`config.mk`:
```
export PLATFORM = sky130hd
export DESIGN_NAME = bus_yield_ctrl
export DESIGN_NICKNAME = d
export VERILOG_FILES = /design/src/rtl/byc_pkg.sv /design/src/rtl/byc_ctrl_reg.sv /design/src/rtl/byc_req_latch.sv /design/src/rtl/byc_phase_seq.sv /design/src/rtl/bus_yield_ctrl.sv
export SDC_FILE = /design/constraint.sdc
export NUM_CORES = 1
export LEC_CHECK = 0
export BUFFER_PORTS_ARGS = -buffer_cell sky130_fd_sc_hd__buf_2
export CAP_MARGIN = 30
export CELL_PAD_IN_SITES_DETAIL_PLACEMENT = 0
export CELL_PAD_IN_SITES_GLOBAL_PLACEMENT = 1
export CORE_MARGIN = 2
export CORE_UTILIZATION = 27
export DETAILED_ROUTE_END_ITERATION = 6
export PLACE_DENSITY = 0.69
export SLEW_MARGIN = 20
export SYNTH_ARGS = -nofsm -noshare
export SYNTH_HDL_FRONTEND = slang
export SYNTH_HIERARCHICAL = 1
export SYNTH_SLANG_ARGS = --single-unit
```
`constraint.sdc`:
```
create_clock -name clk -period 2.6 [get_ports clk]
set_input_delay 0.26 -clock clk [delete_from_list [all_inputs] [get_ports clk]]
set_output_delay 0.26 -clock clk [all_outputs]
set_load 0.02 [all_outputs]
```
`src/rtl/byc_pkg.sv`:
```
package byc_pkg;

    localparam int HOLD_BIT = 15;
    localparam int SELA_BIT = 14;
    localparam int RSVD_BIT = 13;
    localparam int SELB_BIT = 12;

    typedef enum logic [2:0] {
        PH_IDLE  = 3'd0,
        PH_VEC   = 3'd1,
        PH_NOP   = 3'd2,
        PH_DESC  = 3'd3,
        PH_DATA  = 3'd4,
        PH_WBACK = 3'd5,
        PH_GRANT = 3'd6
    } phase_e;

    typedef struct packed {
        logic hold_all;
        logic sel_a;
        logic sel_b;
    } policy_t;

    // Boundary permission at the end of a phase inside a transfer.
    function automatic logic may_yield(policy_t p, phase_e ph);
        logic ok;
        case (ph)
            PH_VEC:  ok = p.hold_all;
            PH_NOP:  ok = p.hold_all | (~p.sel_a & ~p.sel_b);
            PH_DESC: ok = p.hold_all;
            PH_DATA: ok = p.hold_all | (p.sel_a & ~p.sel_b);
            default: ok = 1'b0;
        endcase
        return ok;
    endfunction

endpackage

```
`src/rtl/byc_ctrl_reg.sv`:
```
module byc_ctrl_reg
    import byc_pkg::*;
#(
    parameter int REG_W = 16
) (
    input  logic             clk,
    input  logic             rst_n,
    input  logic             we_i,
    input  logic [REG_W-1:0] wdata_i,
    output logic [REG_W-1:0] rdata_o,
    output policy_t          policy_o
);

    typedef struct packed {
        policy_t pol;
    } reg_state_t;

    reg_state_t st_d, st_q;

    always_comb begin
        st_d = st_q;
        if (we_i) begin
            st_d.pol.hold_all = wdata_i[HOLD_BIT];
            st_d.pol.sel_a    = wdata_i[SELA_BIT];
            st_d.pol.sel_b    = wdata_i[SELB_BIT];
        end
    end

    always_ff @(posedge clk or negedge rst_n) begin
        if (!rst_n) st_q <= '0;
        else        st_q <= st_d;
    end

    always_comb begin
        rdata_o           = '0;
        rdata_o[HOLD_BIT] = st_q.pol.hold_all;
        rdata_o[SELA_BIT] = st_q.pol.sel_a;
        rdata_o[SELB_BIT] = st_q.pol.sel_b;
    end

    assign policy_o = st_q.pol;

    logic unused_wbits;
    assign unused_wbits = ^wdata_i;

    // a write never makes the reserved bit visible
    p_rsvd_zero_r3: assert property (@(posedge clk) disable iff (!rst_n)
        we_i |=> (rdata_o[RSVD_BIT] == 1'b0));
    // written policy bits appear on the read port next cycle
    p_wr_readback_r2: assert property (@(posedge clk) disable iff (!rst_n)
        we_i |=> (rdata_o[HOLD_BIT] == $past(wdata_i[HOLD_BIT])));

endmodule

```
`src/rtl/byc_req_latch.sv`:
```
module byc_req_latch (
    input  logic clk,
    input  logic rst_n,
    input  logic cpu_req_i,
    input  logic clear_i,
    output logic pending_o
);

    typedef struct packed {
        logic seen;
    } latch_state_t;

    latch_state_t st_d, st_q;

    always_comb begin
        st_d = st_q;
        if (cpu_req_i)     st_d.seen = 1'b1;
        if (clear_i)       st_d.seen = 1'b0;
    end

    always_ff @(posedge clk or negedge rst_n) begin
        if (!rst_n) st_q <= '0;
        else        st_q <= st_d;
    end

    assign pending_o = st_q.seen | cpu_req_i;

    // a request that is not being cleared stays pending
    p_req_kept_r8: assert property (@(posedge clk) disable iff (!rst_n)
        (cpu_req_i && !clear_i) |=> pending_o);

endmodule

```
`src/rtl/byc_phase_seq.sv`:
```
module byc_phase_seq
    import byc_pkg::*;
#(
    parameter int CNT_W = 8
) (
    input  logic             clk,
    input  logic             rst_n,
    input  policy_t          policy_i,
    input  logic             pending_i,
    input  logic             cpu_req_i,
    input  logic             start_i,
    input  logic [CNT_W-1:0] rounds_i,
    input  logic             phase_done_i,
    output phase_e           phase_o,
    output logic             gnt_o,
    output logic             done_o,
    output logic             release_end_o
);

    localparam logic [CNT_W-1:0] ONE = CNT_W'(1);

    typedef struct packed {
        phase_e           phase;
        phase_e           resume;
        logic [CNT_W-1:0] left;
        logic             done;
    } seq_state_t;

    seq_state_t st_d, st_q;
    phase_e     nxt;

    always_comb begin
        st_d      = st_q;
        st_d.done = 1'b0;
        nxt       = PH_IDLE;
        case (st_q.phase)
            PH_VEC:   nxt = PH_NOP;
            PH_NOP:   nxt = PH_DESC;
            PH_DESC:  nxt = PH_DATA;
            PH_DATA:  nxt = (st_q.left == ONE) ? PH_WBACK : PH_DATA;
            default:  nxt = PH_IDLE;
        endcase

        case (st_q.phase)
            PH_IDLE: begin
                if (pending_i) begin
                    st_d.phase  = PH_GRANT;
                    st_d.resume = PH_IDLE;
                end else if (start_i && (rounds_i != '0)) begin
                    st_d.phase = PH_VEC;
                    st_d.left  = rounds_i;
                end
            end
            PH_GRANT: begin
                if (!cpu_req_i) st_d.phase = st_q.resume;
            end
            default: begin
                if (phase_done_i) begin
                    if (st_q.phase == PH_DATA) st_d.left = st_q.left - ONE;
                    if (st_q.phase == PH_WBACK) st_d.done = 1'b1;
                    if (pending_i && may_yield(policy_i, st_q.phase)) begin
                        st_d.phase  = PH_GRANT;
                        st_d.resume = nxt;
                    end else begin
                        st_d.phase = nxt;
                    end
                end
            end
        endcase
    end

    always_ff @(posedge clk or negedge rst_n) begin
        if (!rst_n) begin
            st_q.phase  <= PH_IDLE;
            st_q.resume <= PH_IDLE;
            st_q.left   <= '0;
            st_q.done   <= 1'b0;
        end else begin
            st_q <= st_d;
        end
    end

    assign phase_o       = st_q.phase;
    assign gnt_o         = (st_q.phase == PH_GRANT);
    assign done_o        = st_q.done;
    assign release_end_o = (st_q.phase == PH_GRANT) && !cpu_req_i;

    // a phase without its done strobe holds
    p_stall_hold_r1: assert property (@(posedge clk) disable iff (!rst_n)
        ((st_q.phase inside {PH_VEC, PH_NOP, PH_DESC, PH_DATA, PH_WBACK}) && !phase_done_i)
        |=> (st_q.phase == $past(st_q.phase)));
    // yield-select-B without hold-all never grants mid-transfer
    p_selb_keeps_r7: assert property (@(posedge clk) disable iff (!rst_n)
        (!policy_i.hold_all && policy_i.sel_b &&
         (st_q.phase inside {PH_VEC, PH_NOP, PH_DESC, PH_DATA, PH_WBACK}))
        |=> !gnt_o);
    // the grant persists while the CPU keeps requesting
    p_gnt_hold_r8: assert property (@(posedge clk) disable iff (!rst_n)
        (gnt_o && cpu_req_i) |=> gnt_o);
    // a grant only starts from a pending request
    p_gnt_needs_req_r9: assert property (@(posedge clk) disable iff (!rst_n)
        $rose(gnt_o) |-> $past(pending_i));
    // done is a single-cycle pulse
    p_done_pulse_r10: assert property (@(posedge clk) disable iff (!rst_n)
        done_o |=> !done_o);

endmodule

```
`src/rtl/bus_yield_ctrl.sv`:
```
module bus_yield_ctrl
    import byc_pkg::*;
#(
    parameter int REG_W = 16,
    parameter int CNT_W = 8
) (
    input  logic             clk,
    input  logic             rst_n,
    input  logic             cfg_we,
    input  logic [REG_W-1:0] cfg_wdata,
    output logic [REG_W-1:0] cfg_rdata,
    input  logic             xfer_start,
    input  logic [CNT_W-1:0] xfer_rounds,
    input  logic             bus_phase_done,
    output logic [2:0]       bus_phase,
    input  logic             cpu_req,
    output logic             cpu_gnt,
    output logic             xfer_done
);

    policy_t pol;
    logic    pending;
    logic    rel_end;
    phase_e  ph;

    byc_ctrl_reg #(.REG_W(REG_W)) u_reg (
        .clk      (clk),
        .rst_n    (rst_n),
        .we_i     (cfg_we),
        .wdata_i  (cfg_wdata),
        .rdata_o  (cfg_rdata),
        .policy_o (pol)
    );

    byc_req_latch u_latch (
        .clk       (clk),
        .rst_n     (rst_n),
        .cpu_req_i (cpu_req),
        .clear_i   (rel_end),
        .pending_o (pending)
    );

    byc_phase_seq #(.CNT_W(CNT_W)) u_seq (
        .clk           (clk),
        .rst_n         (rst_n),
        .policy_i      (pol),
        .pending_i     (pending),
        .cpu_req_i     (cpu_req),
        .start_i       (xfer_start),
        .rounds_i      (xfer_rounds),
        .phase_done_i  (bus_phase_done),
        .phase_o       (ph),
        .gnt_o         (cpu_gnt),
        .done_o        (xfer_done),
        .release_end_o (rel_end)
    );

    assign bus_phase = ph;

    // an idle pending request is granted on the next edge
    p_idle_grant_r11: assert property (@(posedge clk) disable iff (!rst_n)
        (bus_phase == 3'd0 && pending) |=> cpu_gnt);

endmodule

```
# == After elaboration in Yosys (flattened, before gate mapping) ==
# Index checks and enable logic that the tools add are counted.
# classes
n_eq_ne,12
n_bitwise,8
mux,21
n_addsub,1
reduce_logical,16
# op_table
op,count
8-bit two-way mux,3
11-bit case mux with 2 select lines,1
3-bit two-way mux,6
15-bit two-way mux,1
3-bit case mux with 4 select lines,1
3-bit equality test (second input constant),3
8-bit by 1-bit equality test with 1-bit output (second input constant),1
2-bit nonzero test,4
8-bit nonzero test,1
8-bit by 1-bit subtractor with 8-bit output (second input constant),1
1-bit two-way mux,7
3-bit by 2-bit equality test with 1-bit output (second input constant),2
3-bit case mux with 2 select lines,1
5-bit AND reduction,1
2-bit by 1-bit inequality test with 1-bit output (second input constant),2
2-bit inequality test (second input constant),2
4-bit AND reduction,1
2-bit OR reduction,2
3-bit by 1-bit equality test with 1-bit output (second input constant),1
1-bit logical AND,3
3-bit zero test,1
3-bit by 1-bit inequality test with 1-bit output (second input constant),1
1-bit inverter,3
1-bit bitwise OR,3
5 further kinds,6
# totals
regBits,19
out_inout_bits,21
input_bits,30

# == Logic depth before layout (Yosys ltp) ==
# Gate-level depths: netlist (run 1).
# depth
ltp_word,10
ltp_mapped,6
ltp_nobuf,6

# == Hierarchy ==
# Netlist (run 1), hierarchy kept.
# modules_own_cells
module,cells_each,seq_area_each_um2,area_each_um2,n_inst
byc_phase_seq,150,375.4,1255.0,1
byc_ctrl_reg,23,75.1,232.7,1
byc_req_latch,3,25.0,41.3,1

# == Least setup slack after synthesis (run 1) ==
# No wires, ideal clock.
# synth_timing
path_type,flip-flop to flip-flop
start,register u_seq.st_q (netlist bit u_seq/phase_o[0])
end,register u_seq/st_q[9] (netlist bit)
path_stages_with_launch,5
setup_slack_ns,0.797
required_ns,2.473
arrival_ns,1.675
period_less_slack_ns,1.803
cell_sequence,dfrtp_1 or4b_1 a311oi_1 a41o_2 mux2_1
# synth_via
elab_chain_len,8
elab_cells_between_ends,20
# synth_rtl
element,line_no,source
start: declaration,byc_phase_seq.sv:29,"seq_state_t st_d, st_q;"
start signal: assignment,byc_phase_seq.sv:79,st_q <= st_d;
3-bit by 1-bit equality test with 1-bit output or 3-bit by 2-bit equality test with 1-bit output (tied branches),"byc_pkg.sv:27, byc_phase_seq.sv:36",
2-bit OR reduction (no source line),-,
1-bit case mux with 3 select lines,byc_pkg.sv:27,case (ph)
1-bit two-way mux,byc_phase_seq.sv:58,if (phase_done_i) begin
1-bit two-way mux,byc_phase_seq.sv:44,case (st_q.phase)
1-bit logical AND,byc_phase_seq.sv:61,"if (pending_i && may_yield(policy_i, st_q.phase)) begin"
2-bit nonzero test (no source line),-,
4-bit AND reduction (no source line),-,
# Several ways; a longest one is shown, not always the timed one. The select of a mux whose other input is x is not followed.
# A chain may end at the register's enable or synchronous reset.

# == Worst setup path after layout (run 1) ==
# layout_timing
start,register u_seq.st_q (netlist bit u_seq/phase_o[1])
end,register u_seq/st_q[9] (netlist bit)
# Same word-level chain as after synthesis.

==> results of run 1 <==
[final cells by class]
class                   instances  area [um2]  share of cell area (%)
multi-input cells             130         877                    52.0
flip-flops and latches         19         475                    28.2
repair buffers                 29         160                    9.50
well taps                      72        90.1                    5.34
clock buffers                   3        41.3                    2.45
inverters                      10        37.5                    2.23
clock inverters                 1        5.00                   0.297
[worst max-delay path, cell delays in order (launching register included)]
cell,delay [ps]
dfrtp_1,740
inv_1,260
o2111a_1,200
a41o_2,320
mux2_1,320
[synth_stat cells (all sizes together), types with 2 or more instances]
master  count
nand2      15
and2        4
inv        10
o21ai       3
a32oi       3
or3         2
o311ai      3
o211ai      2
a31oi       2
or2         2
a21oi       5
or4         2
ha          2
nor3        4
nand4       2
a41o        2
mux2i       5
nor4        2
a22oi       2
dfrtp      19
nor2       10
clkbuf      6
o22ai       3
nand2b      3
buf        23
nor2b       5
o221ai      4
o32a        3
nand3       5
mux2        4
[cell families after synthesis]
logic type / count (synthesis) / share of synthesized area, %
AO/OA/AOI/OAI: 44 / 24.0
adder cells (fa/ha/maj): 2 / 1.64
buffers and inverters: 39 / 14.5
flip-flops: 19 / 31.1
multiplexers: 9 / 6.22
other: 1 / 0.245
AND/OR/NAND/NOR: 62 / 22.3
[where the power goes]
group / total (uW) / switching (uW) / internal, uW
combinational: 949 / 525 / 424
sequential: 574 / 168 / 406
clock: 219 / 112 / 107
total: 1740 / 805 / 936
[sequential cells by signal, summed over array words and instances, names as in the netlist]
name            flops
u_latch/st_q        1
u_reg/policy_o      3
u_seq/done_o        1
u_seq/phase_o       3
u_seq/st_q         11
[metrics by stage]
step,hold WS [ps],power (uW)
2_1_floorplan,-35.6,1330
3_3_place_gp,252,1520
3_5_place_dp,251,1520
4_1_cts,222,1740
5_1_grt,225,1890
6_report,227,1740
[metal layers]
layer  track usage, %  vias to the layer above  wire [um]  share of wire [%]
li1                 -                      652          -                  -
met1             17.8                      638       1850                 50
met2             18.6                       39       1650                 44
met3             1.48                        6        161                4.3
met4             4.83                        0         65                1.7
met5                0                        -          0                  0
[worst max path at each step]
stage,startpoint,to,slack (ps)
floorplan,u_seq/phase_o[0],u_seq/st_q[9],800
finish,u_seq/phase_o[1],u_seq/st_q[9],640
global placement,u_seq/phase_o[1],u_seq/st_q[9],670
CTS,u_seq/phase_o[1],u_seq/st_q[9],650
detailed placement,u_seq/phase_o[1],u_seq/st_q[9],670
global route,u_seq/phase_o[1],u_seq/st_q[9],530
==> results.md, run 1 <==
Outcome:
- The run finished with clean final reports.

Yosys:
- Yosys printed 6 warnings.
- The async set-or-reset flop fraction in the synthesized netlist is 100%.
- The top cell type by total area after synthesis is dfrtp_1.
- The number of enable flip-flop cells after synthesis is 0.
- In the post-synthesis netlist, the biggest area contributors are dfrtp_1 (31%), buf_4 (9.3%), nand2_1 (3.7%).
- The number of cells produced by synthesis is 176.
- In this run, distinct cell masters in the synthesized netlist total 58.
- The predominant post-synthesis flop cell is dfrtp_1.
- In this run, synthesis produced a sequential element count of 19.
- The synthesized cell area is ~1500 um2.
- The average footprint of a synthesized cell is 8.69 um2.
- The share of synthesized area occupied by flip-flops and latches is 31.1%.
- Of the post-synthesis cell area, the dominant cell type holds 31.1%.

Timing:
- The relative slew slack is 58.9%.
- Of the available clock period, the critical path in the final layout requires ~75%.
- The transition at the pin with the smallest max-transition slack is 616 ps.
- The final sum of negative setup slack is 0 ps.
- The number of max-slew violations in the final report is 0.
- Counting I/O delays and the setup requirement, the final critical path takes slightly below 2000 ps.
- Derived from the worst setup path, the maximum achievable clock frequency is 510 MHz.
- The worst clock skew is ~3 ps.
- The number of hold violations in the final report is 0.
- Setup repair after global routing left no endpoint under its margin.
- Setup violations remaining at the end of the flow were counted as 0.
- After layout, the worst setup slack is 638 ps.

Global route:
- The via count of the first global-routing pass is 1,243.
- The total global routing overflow is 0.
- Entering global routing, the biggest net connects 22 pins.
- The first global-routing pass estimated 6200 um of wire.
- The initial antenna violation count is 0.
- The total global routing track utilization is 12.3%.

Critical path:
- The worst path required time is 2750 ps.
- The critical path is of the reg2reg type.
- The endpoint of the most critical register-to-register path is u_seq/st_q[9].
- In this run the register-to-register setup slack is 640 ps.
- The worst setup path is launched from a flop.
- The worst setup path is captured at a flop.
- The maximum net fanout on the critical path is 21.
- For the worst setup path, the data arrival time is 2110 ps.
- In this run the critical register-to-register path is launched from u_seq/phase_o[1].
- Counting cells, the worst reg-to-reg path comes to 4.

Placement:
- The placed instance area is 1630 um2.
- The placer congestion estimate is 0.810.
- The post-place setup slack is between 600 and 700 ps.
- The wire-length estimate of the detail-placed layout is ~2600 um.
- The port buffer count is 24.
- The number of placed cells counting well taps is 259.

Floorplanning:
- Once the floorplan was initialized, standard cells occupied 27.9% of the core.
- The area of the die is 6280 um2.
- After floorplanning, the core was divided into 27 placement rows.
- In this run the count of I/O pins placed on the die edge is 51.
- The placeable core region is 5470 um2.
- The die is 79.3 um tall.
- From left edge to right edge, the die measures about 80 um.

Layout:
- Leaving out fill and tap cells, the most frequent cell in the layout is buf_2.
- In the layout the commonest cells are buf_2 (24), dfrtp_1 (19), nand2_1 (15).
- Relative to the synthesized area, the layout overhead comes to 10.3%.
- The fill cell instance count of the final layout is 608.
- The cell area after layout is 1690 um2.
- After the last flow step, the layout net total stands at 225.
- The fraction of layout cells with a size suffix above 1 is 21.9%.
- The number of diodes is 0.
- The final non-filler cell total is 264.
- At the end of the flow the core is filled with cells to 30.8%.

Drt:
- The count of unresolved DRC violations after routing is 0.
- The number of violations reported at the end of detailed-routing iteration 0 is 119.
- In this run the remaining antenna-violating nets after routing total 0.
- The first TritonRoute pass finished after 4 iterations.
- The average wire per standard cell is 14.1 um.
- The routed design has 3740 um of wire.
- The number of vias per cell after detailed routing is 5.06.
- The via count is around 1,300.

CTS:
- The number of clock sinks seen by CTS is 19.
- The buffer cell driving the clock tree root is clkbuf_8.
- After clock tree synthesis, the clock-pin slew on the worst setup and hold paths is 80 ps.
- The clock tree buffer depth is 2.
- The number of H-tree levels is 1.
- The TritonCTS clock tree is done.
- After clock tree synthesis, the setup repair step added 0 buffers.
- The number of clock buffers added by TritonCTS is 3.
- The count of hold-fix buffers inserted at cts is 1.
- After clock tree synthesis, the repair step resized 0 gates.
- At the later pin of the worst-skew pair, clock insertion delay measures 260 ps.

Job:
- The number of violations of the max-capacitance limit is 0.

Pwr:
- Across the VDD grid, the largest voltage drop is 0.338 mV.
- The cell leakage power is 0.000736 uW.
- For this design the ratio of total power to cell area is 1030 nW/um2.

Hold path:
- For hold timing, the worst endpoint is u_reg/policy_o[1].
- The tightest min-delay check is of the in2reg type.
- The hold-critical path depth is 2.
- In this run the most critical hold path is launched from cfg_wdata[14].
Note: power is estimated with default switching activity, not from simulation.
==> run 2, diff against run 1 <==
- ABC_AREA: default -> 1
- PLACE_DENSITY: 0.69 -> 0.73
- clock period: 2.6 -> 1.9 ns (I/O delays scaled with it)
==> results.md, run 2 <==
Floorplanning:
- The placeable core region is between 5000 and 6000 um2.
- During I/O placement, the number of pins put on the boundary was 51.
- The die covers just under 6000 um2.
- After floorplanning, the core was divided into 26 placement rows.
- The die is roughly 77 um wide.
- The die extent in y is 76.7 um.
- Once the floorplan was initialized, standard cells occupied 28.0% of the core.

Layout:
- The register with the most flip-flops in the layout has 11 of them.
- The fraction of layout cells with a size suffix above 1 is 20.3%.
- The area growth from synthesis to layout is 12.2%.
- Once layout is complete, the cells apart from fillers number 302.
- Leaving out fill and tap cells, the most frequent cell in the layout is nand2_1.
- In the layout the commonest cells are nand2_1 (63), buf_2 (24), inv_1 (24).
- The number of diodes is 0.
- u_seq/st_q holds more flip-flops than any other register.
- The post-layout net count is between 200 and 300.

CTS:
- The number of buffers created by CTS is 3.
- Clock tree synthesis found a total of 19 sinks.
- After clock tree synthesis, the clock-pin slew on the worst setup and hold paths is about 80 ps.
- The post-cts repair resize count is 0.
- The clock insertion delay at the later pin of the skew report is roughly 260 ps.
- In this run the post-CTS setup repair buffer count came out at 0.
- The TritonCTS clock tree is done.
- The number of H-tree levels is 1.
- The cell sitting at the root of the clock tree is a clkbuf_8.
- The clock passes through at most 2 buffers.

Critical path:
- For the worst setup path, the data arrival time is 1730 ps.
- Among the stages of the critical path, the cell type that occurs most often is nand2_1.
- Together, buffers and inverters on the worst path number 1.
- Counting buffers and inverters, the worst setup path is 8 cells deep.
- In this design, the stage delay of the slowest critical-path cell is about 480 ps.
- The type of the worst setup path is reg2reg.
- For the worst setup path, the data required time is 2050 ps.
- The slowest stage of the critical path is the dfrtp_1 cell.
- The element type at the critical path start is a flop.
- The worst register-to-register path has a depth of 8.
- The cell type group with the largest total delay on the critical path is simple AND/OR/NAND/NOR gates.
- The critical path capture point type is a flop.
- Along the worst path, the maximum fanout reaches 10.
- Traced cell by cell, the critical path runs through nor2_4 -> nand2_4 -> inv_2 -> nand2_1 -> nand3_1 -> nand2_1 -> nor2_1 -> a21oi_1.

Pwr:
- Net switching is 51.7% of the power.
- For this design the static power due to leakage is 0.000877 uW.
- The fraction of power consumed by combinational cells is about 60%.
- The design internal power is about 1200 uW.
- Summed over all nets, the switching power comes to 1290 uW.
- Per report_power, the clock group accounts for 12.0% of the total.
- Registers are responsible for around 28% of the overall power.
- In this run the power density over the cells is about 1600 nW/um2.
- The worst-case IR drop observed on VDD is 0.437 mV.

Placement:
- Routability-driven placement finished with a final weighted congestion of 0.735.
- The post-place setup slack is 317 ps.
- The port buffer count is 24.
- The detailed placement HPWL is 2460 um.
- The number of placed cells counting well taps is roughly 300.

Yosys:
- The mapped netlist covers 1430 um2.
- The share of synthesized area in the top cell type comes to 33.3%.
- The share of synthesized area occupied by flip-flops and latches is 33.3%.
- The number of distinct library cell variants in the gate-level netlist after synthesis is 29.
- In the synthesized netlist, the cells that appear most often are nand2_1 (63), inv_1 (24), buf_4 (19), dfrtp_1 (19), nor2_1 (17).
- The number of cells produced by synthesis is 209.
- The predominant post-synthesis flop cell is dfrtp_1.
- The number of enable flip-flop cells after synthesis is 0.
- The average footprint of a synthesized cell is 6.84 um2.
- In the synthesized netlist the async set-or-reset flop fraction comes to 100%.
- Ranked by total cell area, the synthesized netlist is headed by dfrtp_1 (33%), nand2_1 (17%), buf_4 (10%).
- The top cell type by total area after synthesis is dfrtp_1.
- The leading cell type by number of instances after synthesis is nand2_1.
- The post-synthesis register bit count is 19.
- The yosys synthesis warning count is 6.

Timing:
- The number of max-slew violations in the final report was 0.
- The number of hold violations in the final report came to 0.
- The final critical delay including setup and external delays is ~1600 ps.
- Setup violations remaining at the end of the flow were counted as 0.
- The clock arrives with 6.37 ps of skew.
- The final period utilization is 83.2%.
- The final critical-path setup slack is 319 ps.
- Static timing analysis puts the maximum clock frequency at 632 MHz.
- Setup total negative slack on the finished layout was measured at 0 ps.
- Setup repair after global routing left no endpoint under its margin.

Global route:
- The initial antenna violation count is 0.
- The via count of the first global-routing pass is 1,219.
- The total global routing track utilization is 11.8%.
- Summed over all layers, the global routing overflow is 0.
- The wire length of the first global-routing pass is 5690 um.
- Entering global routing, the biggest net connects 20 pins.

Drt:
- The number of violations reported at the end of detailed-routing iteration 0 is 67.
- Across all layers, the routed design uses 1,253 vias.
- The total wire length is 3120 um.
- The count of unresolved DRC violations after routing is 0.
- The number of antenna-violating nets in the routed design is 0.
- Using the TritonRoute via totals, the vias-per-cell ratio works out to 4.15.
- In the final routed layout, each cell accounts on average for 10.3 um.
- The first detailed-routing pass ran for 4 iterations.

Hold path:
- The class of the most critical hold timing path is in2reg.
- The hold-critical path depth is 3.

Outcome:
- The run finished with clean final reports.

Job:
- The number of violations of the max-capacitance limit is 0.
-- run 2: cell types whose count changed in the layout (fill, tap and decap cells not counted), moves of 6 or more --
cell,before,now
nand2_1,15,63
inv_1,10,24
nor2_1,9,17
a21oi_1,4,11
o21ai_1,1,8
inv_2,0,6
-- run 2: stage by stage --
step	cell area, um2	total power [uW]	hold slack (ps)	util [%]
final	1600	2490	120	31.4
after global routing	1600	2750	154	31.4
after CTS	1600	2510	116	31.4
after detailed placement	1550	2200	173	30.3
after global placement	1550	2190	175	30.3
after floorplan	1470	1910	-106	-
-- run 2: final cells by class --
type                    instances  area (um2)
flip-flops and latches         19         475
clock buffers                   3        41.3
inverters                      31         121
fillers                       604        3500
multi-input cells             152         734
repair buffers                 26         138
well taps                      70        87.6
clock inverters                 1        5.00
-- run 2: power by group through the flow --
stage / sequential (uW) / clock, uW / combinational (uW)
after floorplan: 684 / 0 / 1230
after global placement: 713 / 0 / 1480
after detailed placement: 717 / 0 / 1490
after CTS: 709 / 306 / 1490
after global routing: 729 / 314 / 1700
final: 708 / 297 / 1480
-- run 2: final timing paths --
path | from | endpoint | slack (ps)
setup / recovery | u_seq/phase_o[1] | u_seq/phase_o[1] | 320
hold / removal | cfg_wdata[12] | u_reg/policy_o[0] | 120
setup reg to reg | u_seq/phase_o[1] | u_seq/phase_o[1] | 320
hold reg to reg | u_seq/st_q[9] | u_seq/st_q[9] | 480
max in group asynchronous | rst_n | u_seq/st_q[10] | 1170
min in group asynchronous | rst_n | u_seq/st_q[4] | 400
-- run 2: routing by layer --
metal / track usage [%] / up-vias / share of wire, %
met3: 0.824 / 2 / 3.0
met2: 19.0 / 27 / 45
li1: - / 667 / -
met5: 0 / - / 0
met1: 16.2 / 557 / 51
met4: 4.91 / 0 / 1.1
-- run 2: what timing repair did --
item	4_1_cts	5_1_grt
hold endpoints to repair	19	0
endpoints found under the setup margin	0	0
hold buffers	1	0
-- run 2: logic make-up (layout without fill, tap and decap cells) --
family / Yosys count / after routing / share of synthesized area, %
buffers and inverters: 50 / 61 / 18.5
AND/OR/NAND/NOR: 106 / 106 / 34.1
AO/OA/AOI/OAI: 29 / 29 / 10.9
other: 1 / 13 / 0.262
XOR/XNOR: 2 / 2 / 1.23
adder cells (fa/ha/maj): 2 / 2 / 1.75
flip-flops: 19 / 19 / 33.3
-- run 2: worst reg2reg max path, stage by stage, from the launching register on --
cell and delay (ps):
dfrtp_1 480, nor2_4 190, nand2_4 120, inv_2 130, nand2_1 120, nand3_1 150, nand2_1 120, nor2_1 100
a21oi_1 60
